**src/rtl/spf_pkg.sv**
```systemverilog
package spf_pkg;

    // Period measurement machine
    typedef enum logic [1:0] {
        MS_WAIT = 2'd0,   // no rising edge seen yet
        MS_HIGH = 2'd1,   // counting clocks with the level high
        MS_LOW  = 2'd2    // counting clocks with the level low
    } meter_st_t;

    // Verdict filter machine
    typedef enum logic {
        VS_EMPTY = 1'b0,  // no period closed yet
        VS_HELD  = 1'b1   // a previous verdict is held
    } vote_st_t;

endpackage

```
**src/rtl/spf_sync.sv**
```systemverilog
// Multi-stage synchronizer for an asynchronous level.
module spf_sync #(
    parameter int STAGES = 2
) (
    input  logic clk,
    input  logic rst_n,
    input  logic d,
    output logic q
);
    localparam int LAST = STAGES - 1;

    logic [LAST:0] chain;

    generate
        genvar gi;
        for (gi = 0; gi <= LAST; gi++) begin : g_stage
            if (gi == 0) begin : g_first
                always_ff @(posedge clk or negedge rst_n) begin
                    if (!rst_n) chain[gi] <= 1'b0;
                    else        chain[gi] <= d;
                end
            end else begin : g_next
                always_ff @(posedge clk or negedge rst_n) begin
                    if (!rst_n) chain[gi] <= 1'b0;
                    else        chain[gi] <= chain[gi-1];
                end
            end
        end
    endgenerate

    assign q = chain[LAST];

endmodule

```
**src/rtl/spf_edge.sv**
```systemverilog
// Edge detector: one-clock pulses on both edges of a synchronous level.
module spf_edge (
    input  logic clk,
    input  logic rst_n,
    input  logic lvl,
    output logic rise,
    output logic fall
);
    logic lvl_d;

    always_ff @(posedge clk or negedge rst_n) begin
        if (!rst_n) lvl_d <= 1'b0;
        else        lvl_d <= lvl;
    end

    assign rise = lvl & ~lvl_d;
    assign fall = ~lvl & lvl_d;

endmodule

```
**src/rtl/spf_meter.sv**
```systemverilog
// Measures high and low clocks between consecutive rising edges and
// delivers a registered verdict once per closed period.
module spf_meter
    import spf_pkg::*;
#(
    parameter int CNT_W = 12
) (
    input  logic clk,
    input  logic rst_n,
    input  logic rise,
    input  logic fall,
    output logic per_done,
    output logic per_neg
);
    localparam logic [CNT_W-1:0] CNT_MAX = {CNT_W{1'b1}};
    localparam logic [CNT_W-1:0] CNT_ONE = CNT_W'(1);

    meter_st_t       st_q, st_nx;
    logic [CNT_W-1:0] hi_q, hi_nx;
    logic [CNT_W-1:0] lo_q, lo_nx;
    logic             close_per;

    function automatic logic [CNT_W-1:0] sat_inc(input logic [CNT_W-1:0] v);
        return (v == CNT_MAX) ? v : v + CNT_ONE;
    endfunction

    // Next state and counter values
    always_comb begin
        st_nx     = st_q;
        hi_nx     = hi_q;
        lo_nx     = lo_q;
        close_per = 1'b0;
        unique case (st_q)
            MS_WAIT: begin
                if (rise) begin
                    st_nx = MS_HIGH;
                    hi_nx = CNT_ONE;
                    lo_nx = '0;
                end
            end
            MS_HIGH: begin
                if (fall) begin
                    st_nx = MS_LOW;
                    lo_nx = CNT_ONE;
                end else begin
                    hi_nx = sat_inc(hi_q);
                end
            end
            MS_LOW: begin
                if (rise) begin
                    close_per = 1'b1;
                    st_nx     = MS_HIGH;
                    hi_nx     = CNT_ONE;
                    lo_nx     = '0;
                end else begin
                    lo_nx = sat_inc(lo_q);
                end
            end
            default: begin
                st_nx = MS_WAIT;
                hi_nx = '0;
                lo_nx = '0;
            end
        endcase
    end

    // State and counter registers
    always_ff @(posedge clk or negedge rst_n) begin
        if (!rst_n) begin
            st_q <= MS_WAIT;
            hi_q <= '0;
            lo_q <= '0;
        end else begin
            st_q <= st_nx;
            hi_q <= hi_nx;
            lo_q <= lo_nx;
        end
    end

    // Registered verdict outputs
    always_ff @(posedge clk or negedge rst_n) begin
        if (!rst_n) begin
            per_done <= 1'b0;
            per_neg  <= 1'b0;
        end else begin
            per_done <= close_per;
            if (close_per) per_neg <= (hi_q > lo_q);
        end
    end

    // A period needs at least one high and one low clock
    AST_DONE_ONE_CYCLE: assert property (@(posedge clk) disable iff (!rst_n)
        per_done |=> !per_done);

    AST_NO_OVERFLOW: assert property (@(posedge clk) disable iff (!rst_n)
        (st_q == MS_HIGH && !fall && hi_q == CNT_MAX) |=> (hi_q == CNT_MAX));

    AST_NO_OVERFLOW_LO: assert property (@(posedge clk) disable iff (!rst_n)
        (st_q == MS_LOW && !rise && lo_q == CNT_MAX) |=> (lo_q == CNT_MAX));

endmodule

```
**src/rtl/spf_vote.sv**
```systemverilog
// Two-in-a-row filter on period verdicts; owns the polarity bit.
module spf_vote
    import spf_pkg::*;
(
    input  logic clk,
    input  logic rst_n,
    input  logic per_done,
    input  logic per_neg,
    output logic pol,
    output logic armed
);
    vote_st_t vst_q, vst_nx;
    logic     cand_q;

    // State transition
    always_comb begin
        vst_nx = vst_q;
        unique case (vst_q)
            VS_EMPTY: if (per_done) vst_nx = VS_HELD;
            VS_HELD:  vst_nx = VS_HELD;
            default:  vst_nx = VS_EMPTY;
        endcase
    end

    always_ff @(posedge clk or negedge rst_n) begin
        if (!rst_n) vst_q <= VS_EMPTY;
        else        vst_q <= vst_nx;
    end

    // Outputs: held verdict and polarity bit
    always_ff @(posedge clk or negedge rst_n) begin
        if (!rst_n) begin
            cand_q <= 1'b0;
            pol    <= 1'b0;
        end else if (per_done) begin
            cand_q <= per_neg;
            if (vst_q == VS_HELD && cand_q == per_neg) pol <= per_neg;
        end
    end

    assign armed = (vst_q == VS_HELD);

    AST_POL_NEEDS_DONE: assert property (@(posedge clk) disable iff (!rst_n)
        !$stable(pol) |-> $past(per_done));

    AST_POL_TWO_AGREE: assert property (@(posedge clk) disable iff (!rst_n)
        !$stable(pol) |-> ($past(cand_q) == pol && $past(per_neg) == pol));

    AST_ARMED_STICKY: assert property (@(posedge clk) disable iff (!rst_n)
        armed |=> armed);

endmodule

```
**src/rtl/sync_pol_norm.sv**
```systemverilog
// Sync polarity normaliser: synchronise, detect edges, measure duty,
// filter the verdict and present a positive-going pulse with strobes.
module sync_pol_norm #(
    parameter int CNT_W       = 12,
    parameter int SYNC_STAGES = 2
) (
    input  logic clk,
    input  logic rst_n,
    input  logic sync_in,
    output logic sync_pos,
    output logic pol_neg,
    output logic lead_stb,
    output logic trail_stb
);
    logic lvl;
    logic rise, fall;
    logic per_done, per_neg;
    logic armed;

    spf_sync #(.STAGES(SYNC_STAGES)) u_sync (
        .clk   (clk),
        .rst_n (rst_n),
        .d     (sync_in),
        .q     (lvl)
    );

    spf_edge u_edge (
        .clk   (clk),
        .rst_n (rst_n),
        .lvl   (lvl),
        .rise  (rise),
        .fall  (fall)
    );

    spf_meter #(.CNT_W(CNT_W)) u_meter (
        .clk      (clk),
        .rst_n    (rst_n),
        .rise     (rise),
        .fall     (fall),
        .per_done (per_done),
        .per_neg  (per_neg)
    );

    spf_vote u_vote (
        .clk      (clk),
        .rst_n    (rst_n),
        .per_done (per_done),
        .per_neg  (per_neg),
        .pol      (pol_neg),
        .armed    (armed)
    );

    // Corrected level and polarity-aware strobes
    assign sync_pos  = lvl ^ pol_neg;
    assign lead_stb  = armed & (pol_neg ? fall : rise);
    assign trail_stb = armed & (pol_neg ? rise : fall);

    AST_LEAD_IS_START: assert property (@(posedge clk) disable iff (!rst_n)
        (lead_stb && $stable(pol_neg)) |-> (sync_pos && !$past(sync_pos)));

    AST_TRAIL_IS_END: assert property (@(posedge clk) disable iff (!rst_n)
        (trail_stb && $stable(pol_neg)) |-> (!sync_pos && $past(sync_pos)));

    AST_STB_EXCLUSIVE: assert property (@(posedge clk) disable iff (!rst_n)
        !(lead_stb && trail_stb));

endmodule

```
**config.mk**
```make
export PLATFORM = sky130hd
export DESIGN_NAME = sync_pol_norm
export DESIGN_NICKNAME = d
export VERILOG_FILES = /design/src/rtl/spf_pkg.sv /design/src/rtl/spf_sync.sv /design/src/rtl/spf_edge.sv /design/src/rtl/spf_meter.sv /design/src/rtl/spf_vote.sv /design/src/rtl/sync_pol_norm.sv
export SDC_FILE = /design/constraint.sdc
export NUM_CORES = 1
export LEC_CHECK = 0
export ABC_AREA = 1
export BUFFER_PORTS_ARGS = -buffer_cell sky130_fd_sc_hd__buf_4
export CAP_MARGIN = 10
export CORE_MARGIN = 8
export CORE_UTILIZATION = 60
export CTS_CLUSTER_SIZE = 40
export DETAILED_ROUTE_END_ITERATION = 10
export PLACE_DENSITY = 0.8
export SLEW_MARGIN = 20
export SYNTH_ARGS = -nofsm -noshare
export SYNTH_HDL_FRONTEND = slang
export SYNTH_SLANG_ARGS = --single-unit
```
**constraint.sdc**
```tcl
create_clock -name clk -period 2 [get_ports clk]
set_input_delay 0 -clock clk [delete_from_list [all_inputs] [get_ports clk]]
set_output_delay 0 -clock clk [all_outputs]
set_load 0.02 [all_outputs]
```
==> flow_metrics.env, run 1 <==
export IMPL_crit_path_start="u_meter.st_q[0]"
export IMPL_r2r_start="u_meter.st_q[0]"
export IMPL_grt_ovfl_total=0
export IMPL_rows=22
export IMPL_cp_slowest_cell="dfrtp_1"
export IMPL_final_fill_count=327
export IMPL_synth_cells=322
export IMPL_critPathCaptureType="flop"
export IMPL_worst_ep_arrival_time_ns=1.99
export IMPL_viasPerCell=5.38
export IMPL_slew_headroom_pct=70.8
export IMPL_ant_nets=0
export IMPL_cts_htree_levels=2
export IMPL_root_buffer="clkbuf_8"
export IMPL_diodes=0
export IMPL_synth_fa_ha_area_share_pct=9.74
export IMPL_dpl_cell_area_um2=2400
export IMPL_cts_setup_buffers=0
export IMPL_synth_compound_area_share_pct=10.0
export IMPL_ir_drop_mv=0.616
export IMPL_core_area_um2=3690
export IMPL_synth_nets=343
export IMPL_dr_pass1_iters=4
export IMPL_design_die_area_um2=6100
export IMPL_max_cap_violations=0
export IMPL_synthTopCellsByArea="dfrtp_1 37%, nand2_1 14%, ha_1 9.7%"
export IMPL_pre_cts_ws_ns=0.151
export IMPL_port_buffers=6
export IMPL_finalSetupViolCount=0
export IMPL_start_util_pct=62.7
export IMPL_clk_latency_ns=0.29
export IMPL_routed_wl_um=5280
export IMPL_fin_crit_ns=1.80
export IMPL_synth_distinct_cells=30
export IMPL_critPathMaxFanout=11
export IMPL_leakage_nw=1.34
export IMPL_synth_warnings=0
export IMPL_cts_buffers=5
export IMPL_clock_fmax_mhz=554
export IMPL_clk_pin_slew_ns=0.07
export IMPL_required_ns=2.19
export IMPL_chipHeight_um=78.1
export IMPL_routed_via_count=2067
export IMPL_synth_simple_gate_area_share_pct=31.3
export IMPL_cp_buffers_inverters=3
export IMPL_critPathKind="flop to flop"
export IMPL_synth_top_family_by_area="simple AND/OR/NAND/NOR gates"
export IMPL_grtUsageTotal_pct=18.6
export IMPL_hold_viol=0
export IMPL_worstMarginPinSlew_ns=0.438
export IMPL_max_stage_delay_ns=0.39
export IMPL_rsz0062_at_grt="no"
export IMPL_grt_max_degree=35
export IMPL_synth_area_um2=2310
export IMPL_cts_tree="built"
export IMPL_report_final_slew_viol_count=0
export IMPL_p_per_area_nw_per_um2=949
export IMPL_grt_first_pass_wirelength_um=9170
export IMPL_fin_crit_sh_pct=90.2
export IMPL_wire_per_inst_um=13.7
export IMPL_clkSinkCount=34
export IMPL_critical_path_top_delay_family="simple AND/OR/NAND/NOR gates"
export IMPL_ys_seq_area_share_pct=36.8
export IMPL_drc=0
export IMPL_antenna_found_initial=0
export IMPL_dpl_hpwl_um=3940
export IMPL_cp_start_kind="flop"
export IMPL_synth_top_cell_area_share_pct=36.8
export IMPL_status="finished clean"
export IMPL_skew_ns=0.00382
export IMPL_drive_gt1_share_pct=8.33
export IMPL_final_nets=356
export IMPL_clock_path_buffers=2
export IMPL_yosys_area_top_type="dfrtp_1"
export IMPL_drt_initial_drc_count=134
export IMPL_die_w_um=78.1
export IMPL_io_pins=7
export IMPL_area_growth_pct=9.09
export IMPL_crit_chain="inv_1, ha_1, inv_1, nand2_1, a21oi_2, nand2_4, nand2_4, nand2_1, nand2_1, inv_1"
export IMPL_final_cell_area_um2=2520
export IMPL_syn_avg_cell_area_um2=7.18
export IMPL_hold_path_class="input pin to asynchronous set/reset pin"
export IMPL_synth_seq_cells=34
export IMPL_whs_ns=0.189
export IMPL_worst_slack_ns=0.195
export IMPL_gp_routability_congestion=0.898
export IMPL_muxShareOfSynthArea_pct=0
export IMPL_grt_pass1_vias=1985
export IMPL_synth_xor_area_share_pct=2.27
export IMPL_fin_setup_tns_ns=0
==> registers in the layout, indices dropped and copies added, names as in the netlist <==
name	count
u_meter.st_q	2
u_sync.q	1
u_vote.armed	1
u_vote.pol	1
u_meter.lo_q	12
u_sync.chain	1
u_meter.hi_q	12
u_edge.lvl_d	1
u_vote.cand_q	1
u_meter.per_done	1
u_meter.per_neg	1
==> layout make-up <==
type	instances	area, um^2	share of cell area [%]
multi-input cells	232	1240	49.3
flip-flops and latches	34	851	33.7
inverters	53	200	7.94
clock buffers	6	82.6	3.27
repair buffers	9	72.6	2.88
well taps	48	60.1	2.38
clock inverters	2	12.5	0.496
==> where the power goes <==
group          internal (mW)  leakage (nW)  switching [mW]
registers              0.768         0.455          0.0759
clock network          0.277        0.0472           0.268
logic                  0.304         0.840           0.700
==> stage by stage <==
step                      util, %  std cells  total power, mW
after floorplan                 -        322             1.57
after global placement       65.0        374             1.78
after detailed placement     65.0        374             1.81
after CTS                    68.1        384             2.37
after global routing         68.4        384             2.56
final                        68.4        384             2.39
==> placed cells by master, fill, tap and decap left out, drive strengths merged, types with 2 or more instances in the layout <==
cell type    instances
ha                  18
buf                  7
nand3               34
inv                 52
xor2                 5
dlygate4sd3          2
clkinv               2
nor2                29
nand4                4
a21oi               17
nand2               92
dfrtp               34
o21ai               22
clkbuf               6
nor3                 4
==> timing repair <==
| item | CTS | global route |
|---|---|---|
| setup endpoints to repair | 0 | 5 |
| endpoints found under the hold margin | 35 | 0 |
| resized for setup | 0 | 2 |
| hold buffers | 2 | 0 |
==> synth_stat cells <==
master and instances:
nand2_1 87, inv_1 51, dfrtp_1 34, nand3_1 33, nor2_1 27, o21ai_0 20, ha_1 18, a21oi_1 16
xor2_1 5, nand2_2 4, nand4_1 4, nor3_1 4, buf_6 2, a21boi_0 1, a21oi_2 1, a22oi_1 1
a31oi_1 1, buf_2 1, clkinv_2 1, inv_2 1, nand2_4 1, nand3_2 1, nand3b_1 1, nor2_2 1
nor2_8 1, o21a_1 1, o21ai_1 1, o21ai_2 1, or2_2 1, xnor2_1 1
==> final timing paths <==
path | endpoint | slack [ns] | cells after the start
min reg2reg | u_sync.q | 0.40 | 0
max in group asynchronous | u_meter.st_q[1] | 1.50 | 2
min in group clk | u_sync.chain[0] | 0.37 | 2
min | u_meter.hi_q[7] | 0.19 | 2
max | u_meter.hi_q[10] | 0.20 | 10
max reg2reg | u_meter.hi_q[10] | 0.20 | 10
==> metal layers <==
metal	GRT usage, %	wire length (um)
met1	23.0	2390
met2	30.4	2620
met3	4.33	157
met4	7.78	104
met5	0	0
==> cells by family (layout without fill, tap and decap cells) <==
logic type | count (synthesis) | in the layout
buffers and inverters | 56 | 70
AO/OA/AOI/OAI | 43 | 43
XOR/XNOR | 6 | 6
flip-flops | 34 | 34
AND/OR/NAND/NOR | 165 | 165
adder cells (fa/ha/maj) | 18 | 18
==> worst register-to-register path, stage by stage (launching register included) <==
cell     delay, ns
dfrtp_1       0.39
inv_1         0.08
ha_1          0.24
inv_1         0.16
nand2_1       0.14
a21oi_2       0.20
nand2_4       0.15
nand2_4       0.16
nand2_1       0.08
nand2_1       0.07
inv_1         0.03
(Power assumes the default switching activity.)
==> inputs of run 2 (changes only) <==
--- a/config.mk
+++ b/config.mk
@@ -5,9 +5,9 @@
 export SDC_FILE = /design/constraint.sdc
 export NUM_CORES = 1
 export LEC_CHECK = 0
-export ABC_AREA = 1
 export BUFFER_PORTS_ARGS = -buffer_cell sky130_fd_sc_hd__buf_4
 export CAP_MARGIN = 10
+export CORE_ASPECT_RATIO = 1.2
 export CORE_MARGIN = 8
 export CORE_UTILIZATION = 60
 export CTS_CLUSTER_SIZE = 40
==> run 2 against run 1 <==
  * Via count is 6.5% lower
  * Synthesized cell count is 25% lower
  * Fmax is 8.6% lower
  * Worst setup slack worse by 0.17 ns
  * Critical path type unchanged
  * Register-to-register slack worse by 0.17 ns
  * Wire length is 3.6% lower
  * Final area is 3.9% lower
  * First-iteration DRC count is 34% lower
  * Clock-buffer cell count is 1 higher
  * Critical path depth is 3 lower
==> flow_metrics.env, run 2 <==
export IMPL_ant_nets=0
export IMPL_synth_cells=241
export IMPL_cts_buffers=5
export IMPL_syn_avg_cell_area_um2=8.95
export IMPL_cp_slowest_cell="or4_1"
export IMPL_ys_flop_type="dfrtp_1"
export IMPL_critPathMaxFanout=5
export IMPL_worstMarginPinSlew_ns=0.557
export IMPL_synth_top_cell_area_share_pct=39.4
export IMPL_required_ns=2.23
export IMPL_grtUsageTotal_pct=18.4
export IMPL_io_pins=7
export IMPL_root_buffer="clkbuf_8"
export IMPL_hold_viol=0
export IMPL_r2r_cells=7
export IMPL_dp_cells=287
export IMPL_grt_max_degree=35
export IMPL_viasPerCell=6.46
export IMPL_worst_ep_arrival_time_ns=2.21
export IMPL_area_growth_pct=12.4
export IMPL_whs_ns=0.211
export IMPL_synthTopCellsByArea="dfrtp_1 39%, ha_1 10%, a21oi_1 4.4%"
export IMPL_leakage_nw=1.10
export IMPL_synth_distinct_cells=42
export IMPL_routed_via_count=1932
export IMPL_pre_cts_ws_ns=-0.0392
export IMPL_layout_commonest_cell="dfrtp_1"
export IMPL_skew_ns=0.0113
export IMPL_reg2reg_to="u_meter.hi_q[5]"
export IMPL_routed_wl_um=5090
export IMPL_drt_initial_drc_count=88
export IMPL_synth_seq_cells=34
export IMPL_crit_chain="inv_1, ha_1, nor2_2, a21oi_2, or4_1, o21ai_0, a22o_1"
export IMPL_clk_latency_ns=0.29
export IMPL_clk_pin_slew_ns=0.07
export IMPL_drc=0
export IMPL_grt_first_pass_wirelength_um=8320
export IMPL_mostFrequentLayoutCells="34 x dfrtp_1, 20 x nor2_1, 19 x o21ai_0, 19 x a21oi_1, 17 x ha_1"
export IMPL_core_area_um2=3540
export IMPL_status="finished clean"
export IMPL_p_per_area_nw_per_um2=1070
export IMPL_fin_crit_ns=1.98
export IMPL_drive_gt1_share_pct=14.2
export IMPL_worst_slack_ns=0.0245
export IMPL_grt_ovfl_total=0
export IMPL_final_nets=280
export IMPL_ys_top_cells_by_count="34 x dfrtp_1, 21 x nor2_1, 19 x a21oi_1, 19 x o21ai_0, 18 x ha_1"
export IMPL_endpoint="u_meter.hi_q[5]"
export IMPL_max_cap_violations=0
export IMPL_crit_path_start="u_meter.st_q[1]"
export IMPL_fin_cells=299
export IMPL_p_total_mw=2.59
export IMPL_diodes=0
export IMPL_cts_tree="built"
export IMPL_critPathKind="flop to flop"
export IMPL_synth_area_um2=2160
export IMPL_die_w_um=70.7
export IMPL_clock_path_buffers=2
export IMPL_max_stage_delay_ns=0.53
export IMPL_synth_nets=262
export IMPL_slew_headroom_pct=62.8
export IMPL_synth_edf_count=0
export IMPL_clock_fmax_mhz=506
export IMPL_finalSetupViolCount=0
export IMPL_rows=24
export IMPL_hold_path_class="input pin to asynchronous set/reset pin"
export IMPL_async_flop_share_pct=100
export IMPL_r2r_start="u_meter.st_q[1]"
export IMPL_synth_warnings=0
export IMPL_cp_start_kind="flop"
export IMPL_port_buffers=6
export IMPL_report_final_slew_viol_count=0
export IMPL_yosysMostFrequentCell="dfrtp_1"
export IMPL_design_die_area_um2=5780
export IMPL_wire_per_inst_um=17.0
export IMPL_cts_htree_levels=2
export IMPL_fin_crit_sh_pct=98.8
export IMPL_yosys_area_top_type="dfrtp_1"
export IMPL_reg2reg_slack_ns=0.02
export IMPL_gp_routability_congestion=0.843
export IMPL_ys_seq_area_share_pct=39.4
export IMPL_clkSinkCount=34
export IMPL_chipHeight_um=81.7
export IMPL_start_util_pct=60.9
export IMPL_dr_pass1_iters=4
export IMPL_antenna_found_initial=0
export IMPL_ir_drop_mv=0.820
export IMPL_reg_top3="u_meter.hi_q (12), u_meter.lo_q (12), u_meter.st_q (2)"
export IMPL_grt_pass1_vias=1820
export IMPL_critPathCaptureType="flop"
export IMPL_dpl_hpwl_um=3630
-- run 2: cell types whose count changed after synthesis, sizes merged, moves of 4 or more --
cell,delta
xor2,-4
nor2,-7
and3,+7
nand2,-78
o31ai,+10
nand4,+7
inv,-36
nand3,-21
mux2i,+4
and2,+5
-- run 2: stage by stage --
step                area [um^2]  TNS [ns]  utilization, %
global placement           2280         0            64.3
finish                     2420         0            68.4
global route               2420   -0.0184            68.4
CTS                        2410         0            67.9
detailed placement         2280   -0.0392            64.3
floorplan                  2160         0               -
-- run 2: cells by family after synthesis --
family                   after synthesis  synth area share [%]
flip-flops                            34                  39.4
buffers and inverters                 23                  4.35
adder cells (fa/ha/maj)               18                  10.4
XOR/XNOR                               1                 0.406
AND/OR/NAND/NOR                       92                  22.9
multiplexers                           5                  2.38
AO/OA/AOI/OAI                         68                  20.1
-- run 2: layout make-up --
class	instances	area [um^2]
clock buffer	7	76.3
clock inverter	1	30.0
fill	296	1120
inverter	16	60.1
multi-input combinational	184	1220
sequential	34	851
tap	39	48.8
timing repair buffer	18	140
-- run 2: worst max-delay path, delay by kind of cell (launching register included) --
| kind | cells | cell delay, ns |
|---|---|---|
| AND/OR/NAND/NOR | 2 | 0.69 |
| AO/OA/AOI/OAI | 3 | 0.45 |
| flip-flops | 1 | 0.41 |
| adder cells (fa/ha/maj) | 1 | 0.25 |
| buffers and inverters | 1 | 0.10 |
-- run 2: worst min-delay path by stage --
stage,start,to,slack (ns),cells past startpoint
after floorplan,rst_n,u_edge.lvl_d,-0.30,0
after global placement,rst_n,u_sync.q,-0.03,1
after detailed placement,rst_n,u_sync.chain[0],-0.03,1
after CTS,rst_n,u_meter.hi_q[6],0.21,2
after global routing,rst_n,u_meter.lo_q[1],0.26,2
final,rst_n,u_meter.lo_q[8],0.21,2
-- run 2: what timing repair did --
action / in CTS / in global routing
endpoints found under the hold margin: 35 / 0
hold buffers: 2 / 0
setup buffers: 0 / 2
gates resized for setup: 1 / 1
cloned: 0 / 0
pin swaps: 0 / 1
setup endpoints to repair: 1 / 1
-- run 2: per-layer routing --
metal / part of all wire, % / global-route usage, %
met5: 0 / 0
met4: 2.2 / 8.13
met3: 3.5 / 4.03
met2: 50 / 33.3
met1: 44 / 20.5
-- run 2: report_power, final --
| group | leakage, nW | switching, mW | internal [mW] |
|---|---|---|---|
| combinational | 0.596 | 0.651 | 0.451 |
| sequential | 0.450 | 0.0999 | 0.775 |
| clock | 0.0524 | 0.244 | 0.373 |
==> inputs of run 3 (changes only) <==
--- a/config.mk
+++ b/config.mk
@@ -7,12 +7,14 @@
 export LEC_CHECK = 0
 export BUFFER_PORTS_ARGS = -buffer_cell sky130_fd_sc_hd__buf_4
 export CAP_MARGIN = 10
+export CELL_PAD_IN_SITES_DETAIL_PLACEMENT = 1
+export CELL_PAD_IN_SITES_GLOBAL_PLACEMENT = 1
 export CORE_ASPECT_RATIO = 1.2
 export CORE_MARGIN = 8
-export CORE_UTILIZATION = 60
+export CORE_UTILIZATION = 48
 export CTS_CLUSTER_SIZE = 40
 export DETAILED_ROUTE_END_ITERATION = 10
-export PLACE_DENSITY = 0.8
+export PLACE_DENSITY = 0.82
 export SLEW_MARGIN = 20
 export SYNTH_ARGS = -nofsm -noshare
 export SYNTH_HDL_FRONTEND = slang
==> run 3 against run 2 <==
  * Clock-buffer cell count is the same
  * Final cell count increased by 4.0%
  * Combinational power up 5%
  * Largest cell class unchanged
  * Critical endpoint is now u_meter.hi_q[9]
==> flow_metrics.env, run 3 (synthesis gave the netlist of run 2 again) <==
export IMPL_core_area_um2=4290
export IMPL_gp_routability_congestion=0.857
export IMPL_crit_path_start="u_meter.hi_q[1]"
export IMPL_diodes=0
export IMPL_wire_per_inst_um=19.4
export IMPL_worstMarginPinSlew_ns=0.455
export IMPL_cts_buffers=5
export IMPL_rows=26
export IMPL_chipHeight_um=89.4
export IMPL_root_buffer="clkbuf_8"
export IMPL_grt_first_pass_wirelength_um=9950
export IMPL_dpl_hpwl_um=4280
export IMPL_fin_crit_ns=1.90
export IMPL_dr_pass1_iters=4
export IMPL_start_util_pct=50.2
export IMPL_clk_pin_slew_ns=0.07
export IMPL_ir_drop_mv=0.835
export IMPL_crit_chain="ha_2, nand4_1, nor3_4, o21ba_4, buf_4, a21oi_1, mux2i_1"
export IMPL_skew_ns=0.00852
export IMPL_slew_headroom_pct=69.7
export IMPL_reg_top3="u_meter.hi_q (12), u_meter.lo_q (12), u_meter.st_q (2)"
export IMPL_critPathKind="flop to flop"
export IMPL_clk_latency_ns=0.30
export IMPL_ant_nets=0
export IMPL_final_nets=276
export IMPL_report_final_slew_viol_count=0
export IMPL_area_growth_pct=11.9
export IMPL_cts_setup_buffers=0
export IMPL_die_w_um=77.2
export IMPL_final_cell_area_um2=2410
export IMPL_routed_via_count=1878
export IMPL_clock_path_buffers=2
export IMPL_routed_wl_um=6030
export IMPL_reg2reg_slack_ns=0.10
export IMPL_grtUsageTotal_pct=18.2
export IMPL_p_per_area_nw_per_um2=1050
export IMPL_clock_fmax_mhz=527
export IMPL_cp_slowest_cell="dfrtp_1"
export IMPL_r2r_cells=7
export IMPL_max_stage_delay_ns=0.44
export IMPL_grt_max_degree=35
export IMPL_r2r_start="u_meter.hi_q[1]"
export IMPL_mostFrequentLayoutCells="34 x dfrtp_1, 21 x nor2_1, 19 x a21oi_1"
export IMPL_status="finished clean"
export IMPL_hold_path_class="input pin to asynchronous set/reset pin"
export IMPL_endpoint="u_meter.hi_q[9]"
export IMPL_io_pins=7
export IMPL_whs_ns=0.209
export IMPL_viasPerCell=6.04
export IMPL_antenna_found_initial=0
export IMPL_required_ns=2.21
export IMPL_cp_num_cells=7
export IMPL_cp_start_kind="flop"
export IMPL_drc=0
export IMPL_fin_crit_sh_pct=94.9
export IMPL_clkSinkCount=34
export IMPL_design_die_area_um2=6900
export IMPL_cts_tree="built"
export IMPL_critical_path_top_delay_family="simple AND/OR/NAND/NOR gates"
export IMPL_max_cap_violations=0
export IMPL_drive_gt1_share_pct=13.3
export IMPL_cp_buffers_inverters=1
export IMPL_grt_ovfl_total=0
export IMPL_leakage_nw=1.09
export IMPL_drt_initial_drc_count=79
export IMPL_port_buffers=6
export IMPL_critPathCaptureType="flop"
export IMPL_finalSetupViolCount=0
export IMPL_grt_pass1_vias=1980
export IMPL_layout_commonest_cell="dfrtp_1"
export IMPL_p_total_mw=2.53
export IMPL_dpl_cell_area_um2=2280
export IMPL_hold_viol=0
export IMPL_worst_ep_arrival_time_ns=2.11
export IMPL_reg2reg_to="u_meter.hi_q[9]"
export IMPL_critPathMaxFanout=12
export IMPL_cts_htree_levels=2
## run 3: through the flow
stage / setup slack, ns / utilization, % / TNS (ns) / std cells
4_1_cts: 0.0463 / 55.4 / 0 / 311
5_1_grt: -0.0382 / 56.2 / -0.0711 / 311
3_3_place_gp: 0.165 / 53.2 / 0 / 302
6_report: 0.102 / 56.2 / 0 / 311
3_5_place_dp: 0.0741 / 53.2 / 0 / 302
2_1_floorplan: 0.222 / - / 0 / 241
## run 3: final cells by class
| class | count | area, um^2 |
|---|---|---|
| clock buffers | 7 | 76.3 |
| flip-flops and latches | 34 | 851 |
| multi-input cells | 184 | 1250 |
| fillers | 521 | 1880 |
| inverters | 16 | 60.1 |
| well taps | 56 | 70.1 |
| repair buffers | 14 | 110 |
## run 3: layer usage
metal  vias up  GRT usage, %  share of wire, %
met3        11          3.52               2.3
met5         -             0                 0
met4         0          8.08               2.1
met1       932          21.0                45
li1        908             -                 -
met2        27          32.3                51
## run 3: worst min-delay path by stage
stage / slack, ns / endpoint / startpoint / depth (start not counted)
2_1_floorplan: -0.30 / u_edge.lvl_d / rst_n / 0
3_3_place_gp: -0.02 / u_sync.chain[0] / rst_n / 1
3_5_place_dp: -0.02 / u_sync.chain[0] / rst_n / 1
4_1_cts: 0.22 / u_meter.lo_q[5] / rst_n / 2
5_1_grt: 0.26 / u_meter.lo_q[0] / rst_n / 2
6_report: 0.21 / u_meter.lo_q[5] / rst_n / 2
## run 3: power breakdown
| part | total, mW | internal (mW) | switching, mW |
|---|---|---|---|
| Combinational | 1.16 | 0.459 | 0.697 |
| Clock | 0.494 | 0.240 | 0.254 |
| Sequential | 0.880 | 0.775 | 0.105 |
## run 3: what timing repair did
action                                  4_1_cts  5_1_grt
gates resized for setup                       0        9
endpoints found under the setup margin        0       13
hold endpoints to repair                     35        0
hold buffers                                  2        0
